$ cat src/rtl/audclk_pkg.sv
package audclk_pkg;

  localparam int DIV_W = 7;   // widest divisor value is 125
  localparam int RAT_W = 10;  // widest ratio value is 512

  // Divisor select; codes past the table fall back to the slowest divisor.
  function automatic logic [DIV_W-1:0] div_lookup(input logic [4:0] code);
    case (code)
      5'd0:    return 7'd2;
      5'd1:    return 7'd3;
      5'd2:    return 7'd4;
      5'd3:    return 7'd5;
      5'd4:    return 7'd6;
      5'd5:    return 7'd8;
      5'd6:    return 7'd10;
      5'd7:    return 7'd11;
      5'd8:    return 7'd15;
      5'd9:    return 7'd16;
      5'd10:   return 7'd21;
      5'd11:   return 7'd23;
      5'd12:   return 7'd30;
      5'd13:   return 7'd31;
      5'd14:   return 7'd32;
      5'd15:   return 7'd42;
      5'd16:   return 7'd63;
      default: return 7'd125;
    endcase
  endfunction

  // Ratio select; codes past the table fall back to the largest ratio.
  function automatic logic [RAT_W-1:0] ratio_lookup(input logic [3:0] code);
    case (code)
      4'd0:    return 10'd32;
      4'd1:    return 10'd48;
      4'd2:    return 10'd64;
      4'd3:    return 10'd96;
      4'd4:    return 10'd128;
      4'd5:    return 10'd192;
      4'd6:    return 10'd256;
      4'd7:    return 10'd384;
      default: return 10'd512;
    endcase
  endfunction

endpackage

$ cat src/rtl/audclk_mck_div.sv
module audclk_mck_div #(
  parameter int DW = 7
) (
  input  logic          clk,
  input  logic          rst,
  input  logic          clr,
  input  logic          load,
  input  logic          adv,
  input  logic [DW-1:0] div,
  output logic          mck_raw
);

  logic [DW-1:0] cnt;
  logic [DW-1:0] nxt;

  always_comb nxt = (cnt == div - 1'b1) ? '0 : cnt + 1'b1;

  always_ff @(posedge clk) begin
    if (rst || clr) begin
      cnt     <= '0;
      mck_raw <= 1'b0;
    end else if (load) begin
      cnt     <= '0;
      mck_raw <= 1'b1;          // every divisor is at least 2
    end else if (adv) begin
      cnt     <= nxt;
      mck_raw <= (nxt < (div >> 1));
    end
  end

endmodule

$ cat src/rtl/audclk_frame_gen.sv
module audclk_frame_gen #(
  parameter int CNT_W = 16
) (
  input  logic             clk,
  input  logic             rst,
  input  logic             clr,
  input  logic             load,
  input  logic             adv,
  input  logic [CNT_W-1:0] half_len,
  output logic             lrck,
  output logic             frame_start
);

  logic [CNT_W-1:0] cnt;

  always_ff @(posedge clk) begin
    if (rst || clr) begin
      cnt         <= '0;
      lrck        <= 1'b0;
      frame_start <= 1'b0;
    end else if (load) begin
      cnt         <= '0;
      lrck        <= 1'b0;
      frame_start <= 1'b1;
    end else if (adv) begin
      if (cnt == half_len - 1'b1) begin
        cnt         <= '0;
        lrck        <= ~lrck;
        frame_start <= lrck;    // high-to-low turn opens a new frame
      end else begin
        cnt         <= cnt + 1'b1;
        frame_start <= 1'b0;
      end
    end
  end

endmodule

$ cat src/rtl/audclk_bit_gen.sv
module audclk_bit_gen #(
  parameter int CNT_W = 16,
  parameter int WID_W = 6
) (
  input  logic             clk,
  input  logic             rst,
  input  logic             clr,
  input  logic             load,
  input  logic             adv,
  input  logic [CNT_W-1:0] half_len,
  input  logic [WID_W:0]   step,      // twice the bits per half-frame
  output logic             sck
);

  logic [CNT_W-1:0] acc;
  logic [CNT_W:0]   sum;
  logic [CNT_W:0]   lim;

  always_comb begin
    sum = {1'b0, acc} + (CNT_W + 1)'(step);
    lim = {1'b0, half_len};
  end

  always_ff @(posedge clk) begin
    if (rst || clr) begin
      acc <= '0;
      sck <= 1'b0;
    end else if (load) begin
      acc <= '0;
      sck <= 1'b0;
    end else if (adv) begin
      if (sum >= lim) begin
        acc <= CNT_W'(sum - lim);
        sck <= ~sck;
      end else begin
        acc <= CNT_W'(sum);
      end
    end
  end

endmodule

$ cat src/rtl/audclk_gen.sv
module audclk_gen
  import audclk_pkg::*;
#(
  parameter int CNT_W = 16,
  parameter int WID_W = 6
) (
  input  logic             clk,
  input  logic             rst,
  input  logic             start_pulse,
  input  logic             stop_pulse,
  input  logic             mck_en,
  input  logic [4:0]       div_code,
  input  logic [3:0]       ratio_code,
  input  logic             bypass,
  input  logic [WID_W-1:0] half_bits,
  output logic             mck,
  output logic             sck,
  output logic             lrck,
  output logic             frame_start
);

  localparam int PROD_W = CNT_W + 1;

  logic             go;
  logic             halt;
  logic [DIV_W-1:0] div_in;
  logic [RAT_W-1:0] rat_in;
  logic [PROD_W-1:0] prod_in;

  logic             run_q;
  logic             en_q;
  logic             byp_q;
  logic [DIV_W-1:0] div_q;
  logic [CNT_W-1:0] half_q;
  logic [WID_W:0]   step_q;
  logic             mck_div;

  assign halt = stop_pulse;
  assign go   = start_pulse & ~stop_pulse;   // stop has priority

  always_comb begin
    div_in  = bypass ? DIV_W'(1) : div_lookup(div_code);
    rat_in  = ratio_lookup(ratio_code);
    prod_in = PROD_W'(div_in) * PROD_W'(rat_in);
  end

  // Configuration is held from one start to the next.
  always_ff @(posedge clk) begin
    if (rst) begin
      run_q  <= 1'b0;
      en_q   <= 1'b0;
      byp_q  <= 1'b0;
      div_q  <= DIV_W'(2);
      half_q <= CNT_W'(1);
      step_q <= '0;
    end else if (halt) begin
      run_q  <= 1'b0;
    end else if (go) begin
      run_q  <= 1'b1;
      en_q   <= mck_en;
      byp_q  <= bypass;
      div_q  <= div_in;
      half_q <= CNT_W'(prod_in >> 1);
      step_q <= {half_bits, 1'b0};
    end
  end

  audclk_mck_div #(.DW(DIV_W)) u_mck (
    .clk     (clk),
    .rst     (rst),
    .clr     (halt),
    .load    (go),
    .adv     (run_q),
    .div     (div_q),
    .mck_raw (mck_div)
  );

  audclk_frame_gen #(.CNT_W(CNT_W)) u_frame (
    .clk         (clk),
    .rst         (rst),
    .clr         (halt),
    .load        (go),
    .adv         (run_q),
    .half_len    (half_q),
    .lrck        (lrck),
    .frame_start (frame_start)
  );

  audclk_bit_gen #(.CNT_W(CNT_W), .WID_W(WID_W)) u_bit (
    .clk      (clk),
    .rst      (rst),
    .clr      (halt),
    .load     (go),
    .adv      (run_q),
    .half_len (half_q),
    .step     (step_q),
    .sck      (sck)
  );

  // Bypass passes the source clock through; the gate opens only while running.
  assign mck = run_q & en_q & (byp_q ? clk : mck_div);

endmodule

$ cat config.mk
export PLATFORM = sky130hd
export DESIGN_NAME = audclk_gen
export DESIGN_NICKNAME = d
export VERILOG_FILES = /design/src/rtl/audclk_pkg.sv /design/src/rtl/audclk_mck_div.sv /design/src/rtl/audclk_frame_gen.sv /design/src/rtl/audclk_bit_gen.sv /design/src/rtl/audclk_gen.sv
export SDC_FILE = /design/constraint.sdc
export NUM_CORES = 1
export LEC_CHECK = 0
export BUFFER_PORTS_ARGS = -buffer_cell sky130_fd_sc_hd__buf_2
export CAP_MARGIN = 20
export CORE_UTILIZATION = 58
export DETAILED_ROUTE_END_ITERATION = 7
export PLACE_DENSITY = 0.78
export RECOVER_POWER = 25
export SYNTH_ARGS = -nofsm -noshare
export SYNTH_HDL_FRONTEND = slang
export SYNTH_SLANG_ARGS = --single-unit
export TNS_END_PERCENT = 5
$ cat constraint.sdc
create_clock -name clk -period 4.9 [get_ports clk]
set_input_delay 0 -clock clk [delete_from_list [all_inputs] [get_ports clk]]
set_output_delay 0 -clock clk [all_outputs]
set_load 0.005 [all_outputs]
==> results.sh, run 1 <==
export IMPL_pwr_share_clk_pct=40.6
export IMPL_wl_per_cell_um=16.09
export IMPL_drv_slew=0
export IMPL_fin_cells=1033
export IMPL_pwr_share_seq_pct=33.2
export IMPL_crit_type="in -> reg"
export IMPL_startpoint="div_code[0]"
export IMPL_final_nets=995
export IMPL_synth_avg_cell_area_um2=7.746
export IMPL_tightest_slew_ns=1.024
export IMPL_synth_area_top_cells="dfxtp_1, ha_1, xnor2_1, fa_1, nand2_1"
export IMPL_hold_viol_final=0
export IMPL_synthArstFlopShare_pct=0
export IMPL_synth_flop_cell="dfxtp_1"
export IMPL_synth_cells=859
export IMPL_syn_area_um2=6654
export IMPL_synth_seq_cells=73
export IMPL_power_frac_comb_pct=26.2
export IMPL_p_per_area_nw_per_um2=256.0
export IMPL_end_kind="register"
export IMPL_io_buffers=24
export IMPL_min_period_over_period_pct=90.46
export IMPL_setup_violations=0
export IMPL_synth_top_area_cell="dfxtp_1"
export IMPL_max_freq_mhz=225.6
export IMPL_initial_utilization_pct=60.32
export IMPL_drv_cap=0
export IMPL_ant_nets=0
export IMPL_fp_dieW_um=109.1
export IMPL_die_h_um=109.1
export IMPL_crit_path_end="half_q[15]"
export IMPL_die_area_um2=11910
export IMPL_slew_headroom_pct=31.57
export IMPL_worstPathRequired_ns=5.28
export IMPL_num_rows=38
export IMPL_reg2reg_depth=16
export IMPL_hp_class="in -> reg"
export IMPL_cts_repair_resized=0
export IMPL_p_leak_uw=0.003178
export IMPL_syn2layout_area_growth_pct=11.30
export IMPL_overflow=0
export IMPL_syn_nets=966
export IMPL_status="completed"
export IMPL_grt_pass1_wl_um=27400
export IMPL_path_clk_slew_ns=0.06
export IMPL_critical_path_startpoint_type="input port"
export IMPL_synth_cell_type_count=69
export IMPL_hold_buffers=11
export IMPL_period_needed_ns=4.433
export IMPL_first_global_vias=5856
export IMPL_synth_edf_count=0
export IMPL_dp_hpwl_um=12530
export IMPL_viasPerCell=6.007
export IMPL_p_sw_share_pct=31.75
export IMPL_cts_tree="done"
export IMPL_ir_drop_mv=0.2354
export IMPL_clk_latency_ns=0.47
export IMPL_rr_endpoint="u_bit.acc[14]"
export IMPL_p_int_uw=1294
export IMPL_worst_path_max_fanout=4
export IMPL_yosysSeqAreaShare_pct=21.96
export IMPL_io_pins=25
export IMPL_drive_above_1_share_pct=7.839
export IMPL_tns_ns=0
export IMPL_core_um2=11030
export IMPL_dr_pass1_iters=7
export IMPL_r2r_start="step_q[1]"
export IMPL_dp_cells=1002
export IMPL_power_switching_uw=602.0
export IMPL_routed_wl_um=16620
export IMPL_yosysTopAreaCellShare_pct=21.96
export IMPL_fin_util_pct=67.14
export IMPL_gp_congestion=0.9312
export IMPL_drt_iter0_markers=425
export IMPL_via_count=6205
export IMPL_skew_ns=0.009603
export IMPL_cts_setup_buffers=0
export IMPL_grtUsageTotal_pct=29.92
export IMPL_drc=0
export IMPL_insertedDiodeCount=0
export IMPL_yosysWarnings=0
export IMPL_critPathArrivalTime_ns=4.81
export IMPL_antenna_found_initial=0
export IMPL_grt_max_degree=38
export IMPL_rsz0062_at_grt="no"
export IMPL_worst_r2r_setup_slack_ns=0.93
[how the worst min path moves through the flow]
stage | start | end | cells past startpoint
after floorplan | start_pulse | run_q | 1
after global placement | clk | mck | 3
after detailed placement | clk | mck | 3
after CTS | rst | half_q[3] | 2
after global routing | rst | half_q[6] | 2
final | rst | half_q[3] | 2
[cells in the mapped netlist (7+ instances only)]
cell type,n
fa_1,20
nor2_1,84
o21ai_0,27
nand2_1,100
nand3_1,30
nand2b_1,12
dfxtp_1,73
nor2b_1,8
a21o_1,7
a31oi_1,7
a21oi_1,69
xor2_1,32
ha_1,66
nand4_1,13
nor3_1,27
clkbuf_1,29
inv_1,65
a211oi_1,16
mux2i_1,8
xnor2_1,54
and3_1,9
[worst max-delay path: stages]
cell,delay [ns]
buf_2,0.11
inv_1,0.09
ha_1,0.29
nor2b_1,0.13
a211oi_1,0.22
a21oi_1,0.10
a211o_1,0.32
nand2b_1,0.17
fa_1,0.48
inv_1,0.04
ha_1,0.28
ha_1,0.30
fa_1,0.48
ha_1,0.35
a21o_1,0.20
a211oi_1,0.24
nor2_1,0.10
o41ai_1,0.34
o21ai_0,0.18
xnor2_1,0.15
a211oi_1,0.23
[state kept, by name, indices dropped and copies added, names as in the netlist, 6 cells and up]
register     count
div_q            7
u_mck.cnt        7
u_bit.acc       16
step_q           6
u_frame.cnt     16
half_q          14
[cells in the final DEF, fill, tap and decap left out, types with 27 or more instances in the layout]
master	synthesis	final
a21oi_1	69	69
dfxtp_1	73	73
ha_1	66	66
inv_1	65	65
nand2_1	100	100
nand3_1	30	30
nor2_1	84	84
o21ai_0	27	27
xnor2_1	54	54
xor2_1	32	32
[routing by layer]
layer  global-route usage (%)  share of wire [%]  routed length (µm)  up-vias
li1                         -                  -                   -     3040
met1                    37.09                 46                7601     2947
met2                    49.73                 47                7816      182
met3                    6.695                4.9                 818       36
met4                    12.55                2.3                 386        0
met5                        0                  0                   0        -
[layout make-up]
class	count	area [µm²]
Clock inverter	5	37.54
Timing Repair Buffer	50	339.1
Multi-Input combinational cell	685	4816
Sequential cell	73	1461
Fill cell	941	3625
Clock buffer	15	332.8
Tap cell	140	175.2
Inverter	65	244.0
[power by group through the flow]
stage               clock network [µW]  logic [µW]  registers (µW)
floorplan                         1.20         366             633
global placement                  1.22         464             641
detailed placement                1.22         478             642
finish                             770         496             630
CTS                                778         490             629
global route                       805         548             632
[cell families (layout without fill, tap and decap cells)]
| kind of cell | Yosys count | in the layout | share of synthesized area, % |
|---|---|---|---|
| xor+xnor | 87 | 87 | 11.66 |
| fa+ha+maj | 86 | 86 | 18.43 |
| mux | 8 | 8 | 1.204 |
| simple gates | 326 | 326 | 23.79 |
| buf+inv | 101 | 135 | 5.829 |
| flops | 73 | 73 | 21.96 |
| compound gates | 178 | 178 | 17.13 |
[stage by stage]
step	area [µm²]	hold slack [ns]	total power (µW)	worst slack, ns
6_report	7406	0.06793	1896	0.4673
5_1_grt	7406	0.1213	1986	0.1310
4_1_cts	7407	0.06849	1897	0.4629
3_5_place_dp	6932	0.2143	1122	0.009731
3_3_place_gp	6932	0.2143	1107	0.1324
2_1_floorplan	6654	0.1102	1001	0.3298
Note: power is estimated with default switching activity, not from simulation.
==> inputs of run 2 (changes only) <==
Settings changed: MAX_ROUTING_LAYER from default to met4, SKIP_CTS_REPAIR_TIMING from default to 1.
==> run 2 against run 1 <==
Net effect: clock skew shrank 0.0012 ns; worst setup slack lost 0.13 ns; first-iteration DRC count shrank 13%; non-clock buffer count is the same; flip-flop and latch count is the same; via count shrank 0.61%; fmax shrank 2.8%; clock power grew 4.9%; combinational power is essentially flat; power grew 1.9%; core utilization grew 0.14 points; count of clock-buffer cells in the layout grew 1; critical path type unchanged.
==> results.sh, run 2 (synthesized netlist as in run 1, its figures left out) <==
export IMPL_status="completed"
export IMPL_slowest_stage="fa_1"
export IMPL_p_leak_uw=0.003194
export IMPL_routed_wl_um=16750
export IMPL_slew_headroom_pct=16.13
export IMPL_insertedDiodeCount=0
export IMPL_fp_dieW_um=109.1
export IMPL_hp_class="in -> reg"
export IMPL_p_per_area_nw_per_um2=260.3
export IMPL_final_common_cell="nand2_1"
export IMPL_end_kind="register"
export IMPL_wl_per_cell_um=16.22
export IMPL_place_area_um2=6939
export IMPL_io_buffers=24
export IMPL_crit_path_max_incr_delay_ns=0.55
export IMPL_final_area_um2=7421
export IMPL_critical_path_startpoint_type="input port"
export IMPL_final_nets=995
export IMPL_die_area_um2=11910
export IMPL_min_period_over_period_pct=93.09
export IMPL_tns_ns=0
export IMPL_crit_path_cell_trace="buf_2 > inv_1 > ha_1 > nor2b_1 > a211oi_1 > a21oi_1 > a211o_1 > nor2_1 > fa_1 > ha_1 > inv_1 > fa_1 > fa_1 > inv_1 > ha_1 > buf_4 > inv_1 > o21bai_1 > a21boi_0 > o21ai_0 > mux2i_1 > o311ai_0"
export IMPL_cts_tree="done"
export IMPL_core_um2=11030
export IMPL_hold_viol_final=0
export IMPL_skew_ns=0.008385
export IMPL_drc=0
export IMPL_ir_drop_mv=0.2732
export IMPL_critPathArrivalTime_ns=4.83
export IMPL_grtUsageTotal_pct=31.29
export IMPL_rsz0062_at_grt="no"
export IMPL_worst_path_max_fanout=7
export IMPL_crit_type="in -> reg"
export IMPL_path_buf_inv=6
export IMPL_dp_hpwl_um=12480
export IMPL_drt_iter0_markers=369
export IMPL_syn2layout_area_growth_pct=11.53
export IMPL_gp_congestion=0.9478
export IMPL_max_freq_mhz=219.2
export IMPL_clk_latency_ns=0.46
export IMPL_ant_nets=0
export IMPL_via_count=6167
export IMPL_drv_cap=0
export IMPL_cp_common_cell="inv_1"
export IMPL_setup_violations=0
export IMPL_worstPathRequired_ns=5.17
export IMPL_dr_pass1_iters=5
export IMPL_antenna_found_initial=0
export IMPL_grt_max_degree=44
export IMPL_grt_pass1_wl_um=27860
export IMPL_first_global_vias=5917
export IMPL_die_h_um=109.1
export IMPL_layout_common_cells="nand2_1, nor2_1, dfxtp_1"
export IMPL_overflow=0
export IMPL_tightest_slew_ns=1.258
export IMPL_period_needed_ns=4.561
export IMPL_fillers=936
export IMPL_path_clk_slew_ns=0.06
export IMPL_path_delay_family="adder cells"
export IMPL_reg_largest_list="u_bit.acc (16), u_frame.cnt (16), half_q (14)"
export IMPL_io_pins=25
export IMPL_worst_slack_ns=0.3386
export IMPL_dp_slack_ns=0.01119
export IMPL_drive_above_1_share_pct=8.063
export IMPL_drv_slew=0
export IMPL_num_rows=38
export IMPL_viasPerCell=5.970
export IMPL_initial_utilization_pct=60.32
-- run 2: area by class of cell --
cell class | instances | area [µm²] | share of cell area [%]
inverters | 65 | 244.0 | 3.288
repair buffers | 50 | 334.1 | 4.502
multi-input cells | 685 | 4818 | 64.93
clock inverters | 4 | 51.30 | 0.6913
clock buffers | 16 | 336.6 | 4.535
flip-flops and latches | 73 | 1461 | 19.69
well taps | 140 | 175.2 | 2.360
-- run 2: path summary, 6_finish.rpt --
kind                    start            end  slack [ns]  cells past startpoint
setup / recovery  div_code[1]     half_q[14]        0.34                     22
hold / removal            rst      half_q[3]        0.06                      2
setup reg to reg    step_q[2]  u_bit.acc[14]        0.89                     15
hold reg to reg          en_q           en_q        0.46                      2
-- run 2: per-stage QoR --
stage | util, % | instances | total power, µW | hold WS [ns]
final | 67.28 | 1033 | 1931 | 0.05846
after global routing | 67.28 | 1033 | 2025 | 0.1100
after CTS | 66.38 | 1022 | 1930 | -0.2274
after detailed placement | 62.91 | 1003 | 1122 | 0.2143
after global placement | 62.91 | 1003 | 1108 | 0.2143
after floorplan | - | 859 | 1001 | 0.1102
-- run 2: worst reg2reg max path: stages (launching register included) --
cell and delay (ns):
dfxtp_1 0.41, ha_1 0.27, a211oi_1 0.23, o21bai_1 0.13, o31a_1 0.38, and4_1 0.26, xor2_1 0.20, ha_1 0.32
a21oi_1 0.19, o211ai_1 0.19, nor3_1 0.29, a21oi_1 0.11, buf_4 0.17, nor2_4 0.29, nor2_1 0.16, a2111oi_2 0.32
-- run 2: layer usage --
layer	vias to the layer above	GRT usage [%]	wire length (µm)
met5	-	-	0
met4	0	12.55	475
met3	42	5.858	887
met2	192	50.49	7878
met1	2892	38.39	7510
li1	3041	-	-
-- run 2: where the power goes --
part | total, µW | leakage [µW] | switching [µW] | internal [µW]
clock network | 808 | 0.000194 | 281 | 527
registers | 629 | 0.000592 | 20.5 | 608
logic | 495 | 0.00241 | 286 | 208
total | 1930 | 0.00319 | 588 | 1340
